File: src/rtl/wcs_pkg.sv
package wcs_pkg;
  typedef struct packed {
    logic active;  // both enables low
    logic start;   // first cycle of an access
  } rd_evt_t;
endpackage

File: src/rtl/wcs_access_det.sv
module wcs_access_det
  import wcs_pkg::*;
(
  input  logic    clk,
  input  logic    rst_n,
  input  logic    ce_n,
  input  logic    oe_n,
  output rd_evt_t evt
);
  logic oe_prev;

  always_ff @(posedge clk or negedge rst_n) begin
    if (!rst_n) oe_prev <= 1'b1;
    else        oe_prev <= oe_n;
  end

  always_comb begin
    evt.active = ~ce_n & ~oe_n;
    evt.start  = oe_prev & ~oe_n & ~ce_n;
  end

  a_r7_active_def: assert property (@(posedge clk) disable iff (!rst_n)
    (ce_n | oe_n) |-> !evt.active);
endmodule

File: src/rtl/wcs_toggle.sv
module wcs_toggle
  import wcs_pkg::*;
(
  input  logic    clk,
  input  logic    rst_n,
  input  logic    busy,
  input  rd_evt_t evt,
  output logic    tog
);
  always_ff @(posedge clk or negedge rst_n) begin
    if (!rst_n)                tog <= 1'b0;
    else if (busy && evt.start) tog <= ~tog;
  end

  a_r4_flip: assert property (@(posedge clk) disable iff (!rst_n)
    (busy && evt.start) |=> (tog != $past(tog)));
  a_r6_hold: assert property (@(posedge clk) disable iff (!rst_n)
    !(busy && evt.start) |=> $stable(tog));
endmodule

File: src/rtl/wcs_capture.sv
module wcs_capture #(
  parameter int DATA_W = 8
) (
  input  logic              clk,
  input  logic              rst_n,
  input  logic              wr_load,
  input  logic [DATA_W-1:0] wr_data,
  output logic [DATA_W-1:0] last_wr
);
  always_ff @(posedge clk or negedge rst_n) begin
    if (!rst_n)       last_wr <= '0;
    else if (wr_load) last_wr <= wr_data;
  end

  a_r8_capture: assert property (@(posedge clk) disable iff (!rst_n)
    wr_load |=> (last_wr == $past(wr_data)));
endmodule

File: src/rtl/wcs_responder.sv
module wcs_responder
  import wcs_pkg::*;
#(
  parameter int DATA_W     = 8,
  parameter int POLL_BIT   = 7,
  parameter int TOGGLE_BIT = 6
) (
  input  logic              clk,
  input  logic              rst_n,
  input  logic              ce_n,
  input  logic              oe_n,
  input  logic              busy,
  input  logic              wr_load,
  input  logic [DATA_W-1:0] wr_data,
  input  logic [DATA_W-1:0] array_data,
  output logic [DATA_W-1:0] dout,
  output logic              dout_en
);
  localparam int LSB_W = (TOGGLE_BIT < POLL_BIT) ? TOGGLE_BIT : POLL_BIT;

  rd_evt_t           evt;
  logic              tog;
  logic [DATA_W-1:0] last_wr;
  logic [DATA_W-1:0] mux;

  wcs_access_det u_det (
    .clk (clk), .rst_n(rst_n), .ce_n(ce_n), .oe_n(oe_n), .evt(evt)
  );

  wcs_toggle u_tog (
    .clk (clk), .rst_n(rst_n), .busy(busy), .evt(evt), .tog(tog)
  );

  wcs_capture #(.DATA_W(DATA_W)) u_cap (
    .clk (clk), .rst_n(rst_n), .wr_load(wr_load), .wr_data(wr_data),
    .last_wr(last_wr)
  );

  for (genvar b = 0; b < DATA_W; b++) begin : g_bit
    if (b == POLL_BIT) begin : g_poll
      assign mux[b] = busy ? ~last_wr[b] : array_data[b];
    end else if (b == TOGGLE_BIT) begin : g_tog
      assign mux[b] = busy ? tog : array_data[b];
    end else begin : g_pass
      assign mux[b] = array_data[b];
    end
  end

  assign dout    = evt.active ? mux : '0;
  assign dout_en = evt.active;

  a_r7_quiet: assert property (@(posedge clk) disable iff (!rst_n)
    !dout_en |-> (dout == '0));
  a_r2_pass: assert property (@(posedge clk) disable iff (!rst_n)
    (!busy && dout_en) |-> (dout == array_data));
  a_r3_poll: assert property (@(posedge clk) disable iff (!rst_n)
    (busy && dout_en) |-> (dout[POLL_BIT] != last_wr[POLL_BIT]));
  a_r5_low: assert property (@(posedge clk) disable iff (!rst_n)
    (busy && dout_en) |-> (dout[LSB_W-1:0] == array_data[LSB_W-1:0]));
endmodule

File: config.mk
export PLATFORM = sky130hd
export DESIGN_NAME = wcs_responder
export DESIGN_NICKNAME = d
export VERILOG_FILES = /design/src/rtl/wcs_pkg.sv /design/src/rtl/wcs_access_det.sv /design/src/rtl/wcs_toggle.sv /design/src/rtl/wcs_capture.sv /design/src/rtl/wcs_responder.sv
export SDC_FILE = /design/constraint.sdc
export NUM_CORES = 1
export LEC_CHECK = 0
export BUFFER_PORTS_ARGS = -buffer_cell sky130_fd_sc_hd__buf_2
export CORE_AREA = 3 3 40 42
export CTS_CLUSTER_SIZE = 28
export DETAILED_ROUTE_END_ITERATION = 10
export DIE_AREA = 0 0 43 45
export PLACE_DENSITY = 0.51
export SLEW_MARGIN = 20
export SYNTH_ARGS = -nofsm -noshare
export SYNTH_HDL_FRONTEND = slang
export SYNTH_SLANG_ARGS = --single-unit
File: constraint.sdc
create_clock -name clk -period 1.9 [get_ports clk]
set_clock_uncertainty 0.05 [all_clocks]
set_input_delay 0.19 -clock clk [delete_from_list [all_inputs] [get_ports clk]]
set_output_delay 0.19 -clock clk [all_outputs]
set_load 0.02 [all_outputs]
### Word-level counts from Yosys, hierarchy flattened

Index checks and enable logic that the tools add are counted.

* flip-flop bits (word level): 10
* logic and storage cells: 14
* input port bits: 22

* muxes and demuxes: 3
* reductions and logical operators: 1
* bitwise gates (word level): 7

Operators by type and width (number)
* $mux 8: 1
* $not 1->1: 4
* $and 1x1->1: 3
* $mux 1: 2
* $logic_and 1x1->1: 1

### Logic depth before layout (Yosys ltp)

Gate-level depths: netlist of run 1.

* depth after elaboration: 4
* gate-level depth with buffers: 2
* mapped depth without buffers: 2

### Hierarchy

Synthesis of run 1 repeated with hierarchy kept, for this count alone.

* cell total of the unflattened synthesis: 33
* area total of the unflattened synthesis: 479.2 µm²

By module, submodules not included
* wcs_capture: cells each 17, times used 1, sequential area each 200.2 µm², area each 331.6 µm²
* wcs_responder: cells each 10, times used 1, sequential area each 0.0 µm², area each 67.6 µm²
* wcs_access_det: cells each 3, times used 1, sequential area each 26.3 µm², area each 42.5 µm²
* wcs_toggle: cells each 3, times used 1, sequential area each 25.0 µm², area each 37.5 µm²

### Worst setup path before layout of run 1

OpenSTA, ideal clock, no wires.

* path type: register to output
* start: register u_cap.last_wr[7]
* end: output port dout[7]
* stages on the path, launching flop included: 2
* setup slack: 0.726 ns
* data required time: 1.660 ns
* arrival: 0.934 ns
* buffers on the path: 0
* cell sequence: dfrtp_1 > a2111oi_2

* longest elaborated chain between the ends: 3

RTL lines
* from (decl): RTL line wcs_capture.sv:8 `output logic [DATA_W-1:0] last_wr`
* from (signal assigned): RTL line wcs_capture.sv:12 `else if (wr_load) last_wr <= wr_data;`
* $not 1->1: RTL line wcs_responder.sv:41 `assign mux[b] = busy ? ~last_wr[b] : array_data[b];`
* $mux 1: RTL line wcs_responder.sv:41
* $mux 8: RTL line wcs_responder.sv:49 `assign dout = evt.active ? mux : '0;`
* to (decl): RTL line wcs_responder.sv:16 `output logic [DATA_W-1:0] dout,`

Every way passes these cells.

### Worst setup path after layout of run 1

Same ends and word-level chain as after synthesis.

==> impl_metrics.py, run 1 <==
metrics = {
    "synthesis": {
        "synth_top_area_share_pct": 27.2,
        "syn_avg_cell_area_um2": 10.8,
        "seq_area_frac_synth_pct": 41.5,
        "synth_area_leaders": "dfrtp_1 (27%), and2_1 (20%), dfstp_2 (14%), a2111oi_2 (8.2%), and4bb_2 (6.8%)",
        "yosys_warnings": 0,
        "syn_inst": 17,
        "ys_seq_elements": 3,
        "synth_top_cell_by_area": "dfrtp_1",
        "syn_nets": 39,
        "syn_area_um2": 184,
        "synth.distinct_cells": 10,
    },
    "sta": {
        "drv_slew": 0,
        "fin_setup_tns_ps": 0,
        "fin_crit_sh_pct": 70.7,
        "fin_hold_ws_ps": 56.2,
        "period_minus_slack_ps": 1340,
        "setup_viol": 0,
        "fmax_ghz": 0.745,
        "grt_setup_unrepaired": "no",
        "worst_pin_slew_ps": 289,
        "relSlewSlack_pct": 80.7,
        "hold_violations": 0,
    },
    "global_routing": {
        "top_usage_layer": "met2",
        "use_met1_pct": 5.56,
        "grt_pass1_vias": 245,
        "antenna_found_initial": 0,
        "gr-usage-met2_pct": 12.0,
        "met3_usage_pct": 4.38,
        "grt_start_max_net_pins": 8,
        "overflow": 0,
        "grt_pass1_wl_um": 945,
        "grt_util_all_layers_pct": 7.17,
    },
    "power": {
        "peakVddDrop_uv": 210,
        "power_switching_w": 0.0000738,
        "p_int_w": 0.000190,
        "switching_share_pct": 27.9,
        "power_frac_seq_pct": 33.6,
        "pwr-share-clk_pct": 41.7,
        "p_leak_nw": 0.197,
        "pwr-share-comb_pct": 24.8,
        "p_per_area_nw_per_um2": 746,
    },
    "placed_design": {
        "routabilityCongestion": 0.593,
        "portBuffers": 23,
        "post-dp-hpwl_um": 502,
    },
    "drt": {
        "drt_wl_total_um": 595,
        "drtIter0Drc": 2,
        "via_count": 225,
        "wl_per_cell_um": 9.92,
        "drc": 0,
        "vias_per_cell": 3.75,
        "drt-pass1-iter-count": 2,
        "ant_nets": 0,
    },
    "setup_path": {
        "r2r_start": "u_det.oe_prev",
        "cp-startpoint": "u_cap.last_wr[7]",
        "critPathArrivalTime_ps": 1100,
        "cp-endpoint": "dout[7]",
        "endpoint_kind": "output pin",
        "cp.required_ps": 1660,
        "rr_worst_depth": 2,
        "crit_path_start_kind": "flop",
        "reg2reg_slack_ps": 880,
        "path_max_fanout": 2,
        "r2r_end": "u_tog.tog",
        "critical_path_class": "flop to output pin",
    },
    "clock_tree": {
        "cts_resized": 0,
        "clk_latency_ps": 230,
        "cts_max_level": 1,
        "path_clk_slew_ps": 40,
        "cts_buffers": 3,
        "cts_root_buffer": "clkbuf_4",
        "hold_buffers": 1,
        "clock-sinks": 3,
        "ctsLongestPathBuffers": 2,
        "cts_tree": "built",
        "post_cts_buffers": 0,
    },
    "floorplanning": {
        "die_w_um": 43,
        "rows": 13,
        "io_pins": 31,
        "fp.coreArea_um2": 1280,
        "dieArea_um2": 1940,
        "initial_core_util_pct": 14.3,
        "die_h_um": 45,
    },
    "run": {
        "cap_viol_max_count": 0,
    },
    "run_status": {
        "outcome": "finished clean",
    },
    "cells_and_area": {
        "nFillCells": 142,
        "n_antenna_cell": 0,
        "area_delta_synth_final_pct": 92.5,
        "num-nets-final": 68,
        "multi_input_area_um2": 108,
        "seq_area_um2": 76.3,
        "drive_above_1_share_pct": 66.7,
    },
    "min_path": {
        "worstHoldPathCells": 1,
        "hold_class": "input port to flop",
    },
}
sequential cells by signal, indices dropped and copies added, names as in the netlist:
signal         count
u_det.oe_prev      1
u_tog.tog          1
u_cap.last_wr      1
cells by family (layout without fill, tap and decap cells):
family                    Yosys count  in the layout  share of synthesized area (%)
and+or+nand+nor                    10             10                           34.0
DFF                                 3              3                           41.5
muxes                               2              2                           11.6
AOI/OAI and AO/OA                   1              1                           8.16
xor gates and xnor gates            1              1                           4.76
buffers and inverters               0             28                              0
cells in the mapped netlist (all sizes together):
cell	instances
a2111oi	1
and2	6
and4bb	1
dfrtp	2
dfstp	1
mux2	1
mux2i	1
nor2	2
nor3	1
xor2	1
layout by cell type (no fill, tap or decap), drive strengths merged:
cell type and count:
a2111oi 1, and2 6, and4bb 1, buf 23, clkbuf 4, dfrtp 2
dfstp 1, dlygate4sd3 1, mux2 1, mux2i 1, nor2 2, nor3 1
xor2 1
power by group through the flow:
stage	registers (W)	logic [W]	clock network, W
3_3_place_gp	0.0000881	0.0000639	0
3_5_place_dp	0.0000891	0.0000642	0
6_report	0.0000887	0.0000655	0.000110
2_1_floorplan	0.0000872	0.0000345	0
4_1_cts	0.0000890	0.0000675	0.000117
5_1_grt	0.0000906	0.0000726	0.000131
per-layer routing:
layer / routed length, um / part of all wire [%]
met1: 192 / 32
met5: 0 / 0
met3: 57 / 9.6
met4: 0 / 0
met2: 345 / 58
worst min-delay path by stage:
stage	to	slack, ps	startpoint
2_1_floorplan	u_cap.last_wr[7]	-160	rst_n
3_3_place_gp	u_cap.last_wr[7]	-60	rst_n
3_5_place_dp	u_cap.last_wr[7]	-60	rst_n
4_1_cts	u_det.oe_prev	50	oe_n
5_1_grt	u_det.oe_prev	50	oe_n
6_report	u_det.oe_prev	60	oe_n
area by class of cell:
| class | count | share of cell area [%] |
|---|---|---|
| well taps | 15 | 5.30 |
| multi-input cells | 14 | 30.4 |
| clock buffers | 4 | 7.42 |
| flip-flops and latches | 3 | 21.6 |
| repair buffers | 24 | 35.3 |
critical path: stages, from the launching register on:
cell and delay, ps:
dfrtp_1 380, a2111oi_2 280, buf_2 210
stage by stage:
step	util (%)	power [W]	setup slack, ps	cell area (um^2)	instances
after floorplan	-	0.000122	726	184	17
after global placement	24.7	0.000152	728	318	55
after detailed placement	24.7	0.000153	728	318	55
after CTS	27.6	0.000274	527	354	60
after global routing	27.6	0.000294	483	354	60
final	27.6	0.000264	557	354	60
(Power assumes the default switching activity.)
==> run 2: changes to the inputs <==
- PLACE_DENSITY: 0.51 -> 0.53
- clock period: 1.9 -> 1.16 ns (I/O delays scaled with it)
==> impl_metrics.py, run 2 (synthesized netlist as in run 1, its figures left out) <==
metrics = {
    "cells_and_area": {
        "n_antenna_cell": 0,
        "drive_above_1_share_pct": 66.7,
        "nFillCells": 151,
        "reg_top3": "u_cap.last_wr: 1 flops, u_det.oe_prev: 1 flops, u_tog.tog: 1 flops",
        "layout.cells.non_filler": 63,
        "num-nets-final": 71,
        "final_common_cell": "buf_2",
        "area_delta_synth_final_pct": 114,
        "final_cell_mix": "buf_2 (22), and2_1 (6), clkbuf_4 (3), buf_4 (3)",
    },
    "setup_path": {
        "critPathArrivalTime_ps": 1120,
        "cpMaxStageDelayCell": "dfrtp_1",
        "path_max_fanout": 2,
        "reg2reg_slack_ps": 140,
        "cp.required_ps": 990,
        "r2r_end": "u_tog.tog",
        "worst-path-buf-inv": 1,
        "cp-startpoint": "u_cap.last_wr[7]",
        "rr_worst_depth": 2,
        "endpoint_kind": "output pin",
        "cp-endpoint": "dout[7]",
        "path_depth": 2,
        "cp_top_family": "flip-flops",
        "critical_path_class": "flop to output pin",
        "cpPeakStageDelay_ps": 400,
        "r2r_start": "u_det.oe_prev",
        "timing.critical_path.cells": "a2111oi_4, buf_4",
        "crit_path_start_kind": "flop",
    },
    "clock_tree": {
        "ctsLongestPathBuffers": 2,
        "clk_latency_ps": 230,
        "cts_root_buffer": "clkbuf_4",
        "cts_buffers": 3,
        "path_clk_slew_ps": 40,
        "cts_max_level": 1,
        "clock-sinks": 3,
        "cts_tree": "built",
    },
    "sta": {
        "finalWorstSetupSlack_ps": -126,
        "period_minus_slack_ps": 1290,
        "fin_crit_sh_pct": 111,
        "relSlewSlack_pct": 78.7,
        "grt_setup_unrepaired": "yes",
        "worst_pin_slew_ps": 318,
        "fin_hold_ws_ps": 80.1,
        "drv_slew": 0,
        "setup_viol": 1,
        "hold_violations": 0,
        "fmax_ghz": 0.778,
    },
    "drt": {
        "vias_per_cell": 3.75,
        "drt_wl_total_um": 643,
        "wl_met1_um": 225,
        "route.met2.wl_um": 359,
        "dr.max_layer_used": "met3",
        "drtIter0Drc": 0,
        "wl_per_cell_um": 10.2,
        "ant_nets": 0,
        "drt-pass1-iter-count": 1,
        "drc": 0,
        "wl_met3_um": 57,
        "via_count": 236,
    },
    "global_routing": {
        "grt_start_max_net_pins": 8,
        "antenna_found_initial": 0,
        "grt_pass1_wl_um": 966,
        "grt_util_all_layers_pct": 7.00,
        "overflow": 0,
        "grt_pass1_vias": 237,
    },
    "power": {
        "power_switching_w": 0.000135,
        "p_leak_nw": 0.212,
        "pwr-share-comb_pct": 34.6,
        "pwr-share-clk_pct": 36.7,
        "switching_share_pct": 27.4,
        "p_per_area_nw_per_um2": 1250,
        "power_frac_seq_pct": 28.7,
        "p_int_w": 0.000358,
        "peakVddDrop_uv": 423,
    },
    "min_path": {
        "hold_class": "input port to flop",
    },
    "run_status": {
        "outcome": "finished with violations",
        "violations": "setup timing",
    },
    "placed_design": {
        "routabilityCongestion": 0.610,
        "post-dp-hpwl_um": 500,
        "dp_cells": 55,
        "portBuffers": 23,
    },
    "floorplanning": {
        "die_h_um": 45,
        "io_pins": 31,
        "fp.coreArea_um2": 1280,
        "dieArea_um2": 1940,
        "initial_core_util_pct": 14.3,
        "die_w_um": 43,
        "rows": 13,
    },
    "run": {
        "cap_viol_max_count": 0,
    },
}
## run 2: cell type report
class / instances / area [um^2] / share of cell area, %
Timing Repair Buffer: 27 / 153 / 38.7
Multi-Input combinational cell: 14 / 120 / 30.5
Sequential cell: 3 / 76.3 / 19.4
Clock buffer: 4 / 26.3 / 6.67
Tap cell: 15 / 18.8 / 4.76
## run 2: how the worst min path moves through the flow
stage | depth (start not counted) | startpoint | slack [ps] | end
after floorplan | 0 | rst_n | -230 | u_cap.last_wr[7]
after global placement | 1 | rst_n | -140 | u_cap.last_wr[7]
after detailed placement | 1 | rst_n | -130 | u_cap.last_wr[7]
after CTS | 2 | wr_data[7] | 70 | u_cap.last_wr[7]
after global routing | 2 | wr_data[7] | 70 | u_cap.last_wr[7]
final | 2 | wr_data[7] | 80 | u_cap.last_wr[7]
## run 2: metal layers
layer	vias up	track usage [%]
met4	0	5.42
met1	108	6.76
met2	7	10.8
met5	-	0
li1	121	-
met3	0	4.38
## run 2: what timing repair did
action	in CTS	in global routing
hold endpoints to repair	4	0
resized for setup	0	2
pin swaps	1	1
endpoints found under the setup margin	2	2
hold buffers	2	0
setup buffers	1	1
## run 2: per-stage QoR
stage | power, W | setup TNS, ps | worst slack (ps) | instance area (um^2) | utilization [%]
floorplan | 0.000199 | 0 | 59.6 | 184 | -
global placement | 0.000248 | 0 | 124 | 318 | 24.7
detailed placement | 0.000252 | 0 | 108 | 318 | 24.7
CTS | 0.000473 | -146 | -129 | 372 | 28.9
global route | 0.000543 | -205 | -205 | 394 | 30.7
finish | 0.000493 | -126 | -126 | 394 | 30.7
## run 2: power groups by stage
stage	Combinational (W)	Clock (W)	Sequential, W
6_report	0.000171	0.000181	0.000141
5_1_grt	0.000182	0.000218	0.000143
4_1_cts	0.000141	0.000193	0.000140
3_5_place_dp	0.000106	0	0.000145
3_3_place_gp	0.000104	0	0.000144
2_1_floorplan	0.0000566	0	0.000143
## run 2: worst register-to-register path, delay by kind of cell, from the launching register on
kind,cells,cell delay (ps)
xor+xnor,1,160
simple gates,1,220
flops,1,500
==> run 3: changes to the inputs <==
==> constraint.sdc (replaced) <==
create_clock -name clk -period 1.16 [get_ports clk]
set_clock_uncertainty 0.05 [all_clocks]
set_input_delay 0.232 -clock clk [delete_from_list [all_inputs] [get_ports clk]]
set_output_delay 0.232 -clock clk [all_outputs]
set_load 0.02 [all_outputs]
==> impl_metrics.py, run 3 (synthesized netlist as in run 1, its figures left out) <==
metrics = {
    "drt": {
        "via_count": 245,
        "drc": 0,
        "drt-pass1-iter-count": 1,
        "drt_wl_total_um": 600,
        "ant_nets": 0,
        "drtIter0Drc": 0,
        "vias_per_cell": 4.02,
        "wl_per_cell_um": 9.84,
    },
    "placed_design": {
        "post-dp-hpwl_um": 487,
        "portBuffers": 23,
        "routabilityCongestion": 0.601,
        "dp_cells": 56,
        "pre_cts_ws_ps": -42.2,
    },
    "setup_path": {
        "crit_path_start_kind": "flop",
        "timing.critical_path.cells": "a2111oi_4, buf_4",
        "critPathArrivalTime_ps": 1110,
        "cpMaxStageDelayCell": "dfrtp_1",
        "critical_path_class": "flop to output pin",
        "path_max_fanout": 2,
        "endpoint_kind": "output pin",
        "cpPeakStageDelay_ps": 400,
        "cp.required_ps": 880,
    },
    "cells_and_area": {
        "final_common_cell": "buf_2",
        "area_delta_synth_final_pct": 116,
        "layout.cells.non_filler": 61,
        "final_cell_mix": "buf_2 (17), buf_4 (7), and2_1 (6), clkbuf_4 (3), dfrtp_1 (2)",
        "nFillCells": 139,
        "drive_above_1_share_pct": 69.6,
        "multi_input_area_um2": 128,
        "num-nets-final": 69,
        "seq_area_um2": 76.3,
        "n_antenna_cell": 0,
        "reg_top3": "u_cap.last_wr: 1 flops, u_det.oe_prev: 1 flops, u_tog.tog: 1 flops",
    },
    "sta": {
        "period_minus_slack_ps": 1400,
        "drv_slew": 0,
        "hold_violations": 0,
        "fin_crit_sh_pct": 120,
        "relSlewSlack_pct": 84.5,
        "finalWorstSetupSlack_ps": -236,
        "fin_setup_tns_ps": -368,
        "worst_pin_slew_ps": 233,
        "grt_setup_unrepaired": "yes",
        "setup_viol": 2,
        "fmax_ghz": 0.716,
    },
    "floorplanning": {
        "fp.coreArea_um2": 1280,
        "rows": 13,
        "initial_core_util_pct": 14.3,
        "die_h_um": 45,
        "dieArea_um2": 1940,
        "io_pins": 31,
        "die_w_um": 43,
    },
    "clock_tree": {
        "clock-sinks": 3,
        "clk_latency_ps": 240,
        "cts_max_level": 1,
        "cts_buffers": 3,
        "path_clk_slew_ps": 40,
        "cts_tree": "built",
        "cts_root_buffer": "clkbuf_4",
        "ctsLongestPathBuffers": 2,
    },
    "global_routing": {
        "antenna_found_initial": 0,
        "grt_pass1_vias": 255,
        "grt_pass1_wl_um": 1010,
        "grt_util_all_layers_pct": 7.76,
        "overflow": 0,
        "grt_start_max_net_pins": 8,
    },
    "power": {
        "power_w": 0.000458,
        "peakVddDrop_uv": 617,
        "p_per_area_nw_per_um2": 1160,
        "p_leak_nw": 0.204,
    },
    "run_status": {
        "outcome": "finished with violations",
        "violations": "setup timing",
    },
    "run": {
        "cap_viol_max_count": 0,
    },
    "min_path": {
        "hold_class": "input port to flop",
    },
}
run 3: changes by cell type in the layout (fill, tap and decap cells not counted), sizes merged:
cell | previous run | this run
buf | 25 | 24
dlygate4sd3 | 2 | 1
run 3: critical path: cells and delay by family, from the launching register on:
family | cells | cell delay, ps
buffers and inverters | 1 | 190
AO/OA/AOI/OAI | 1 | 290
flip-flops | 1 | 400
run 3: layout make-up:
class,instances,area share (%)
Sequential cell,3,19.2
Tap cell,15,4.73
Clock buffer,4,6.62
Multi-Input combinational cell,14,32.2
Timing Repair Buffer,25,37.2
run 3: where the power goes:
part	internal (W)	switching, W
Sequential	0.000130	0.0000165
Clock	0.000129	0.0000602
Combinational	0.0000642	0.0000584
Total	0.000323	0.000135
run 3: per-stage QoR:
stage	utilization, %	instance area (um^2)	hold WS [ps]
floorplan	-	199	-114
global placement	26.5	340	-18.5
detailed placement	26.5	340	-20.2
CTS	29.9	384	170
global route	30.9	397	169
finish	30.9	397	177
run 3: what timing repair did:
action,in CTS,in global routing
endpoints found under the hold margin,3,0
gates resized for setup,2,5
hold buffers,1,0
setup buffers,0,0
setup endpoints to repair,8,6
run 3: path summary, 6_finish.rpt:
path                                     to  slack, ps             start  depth (start not counted)
max                                 dout[7]       -240  u_cap.last_wr[7]                          2
min reg2reg                       u_tog.tog        420         u_tog.tog                          1
min                        u_cap.last_wr[7]        180        wr_data[7]                          2
max reg2reg                       u_tog.tog        170     u_det.oe_prev                          2
max in group asynchronous     u_det.oe_prev        600             rst_n                          2
min in group asynchronous  u_cap.last_wr[7]        260             rst_n                          2
run 3: routing by layer:
| layer | track usage (%) | vias to the layer above | part of all wire, % |
|---|---|---|---|
| met5 | 0 | - | 0 |
| met4 | 9.04 | 0 | 3.8 |
| met3 | 5.18 | 3 | 26 |
| met2 | 10.8 | 27 | 37 |
| met1 | 7.02 | 99 | 33 |
| li1 | - | 116 | - |
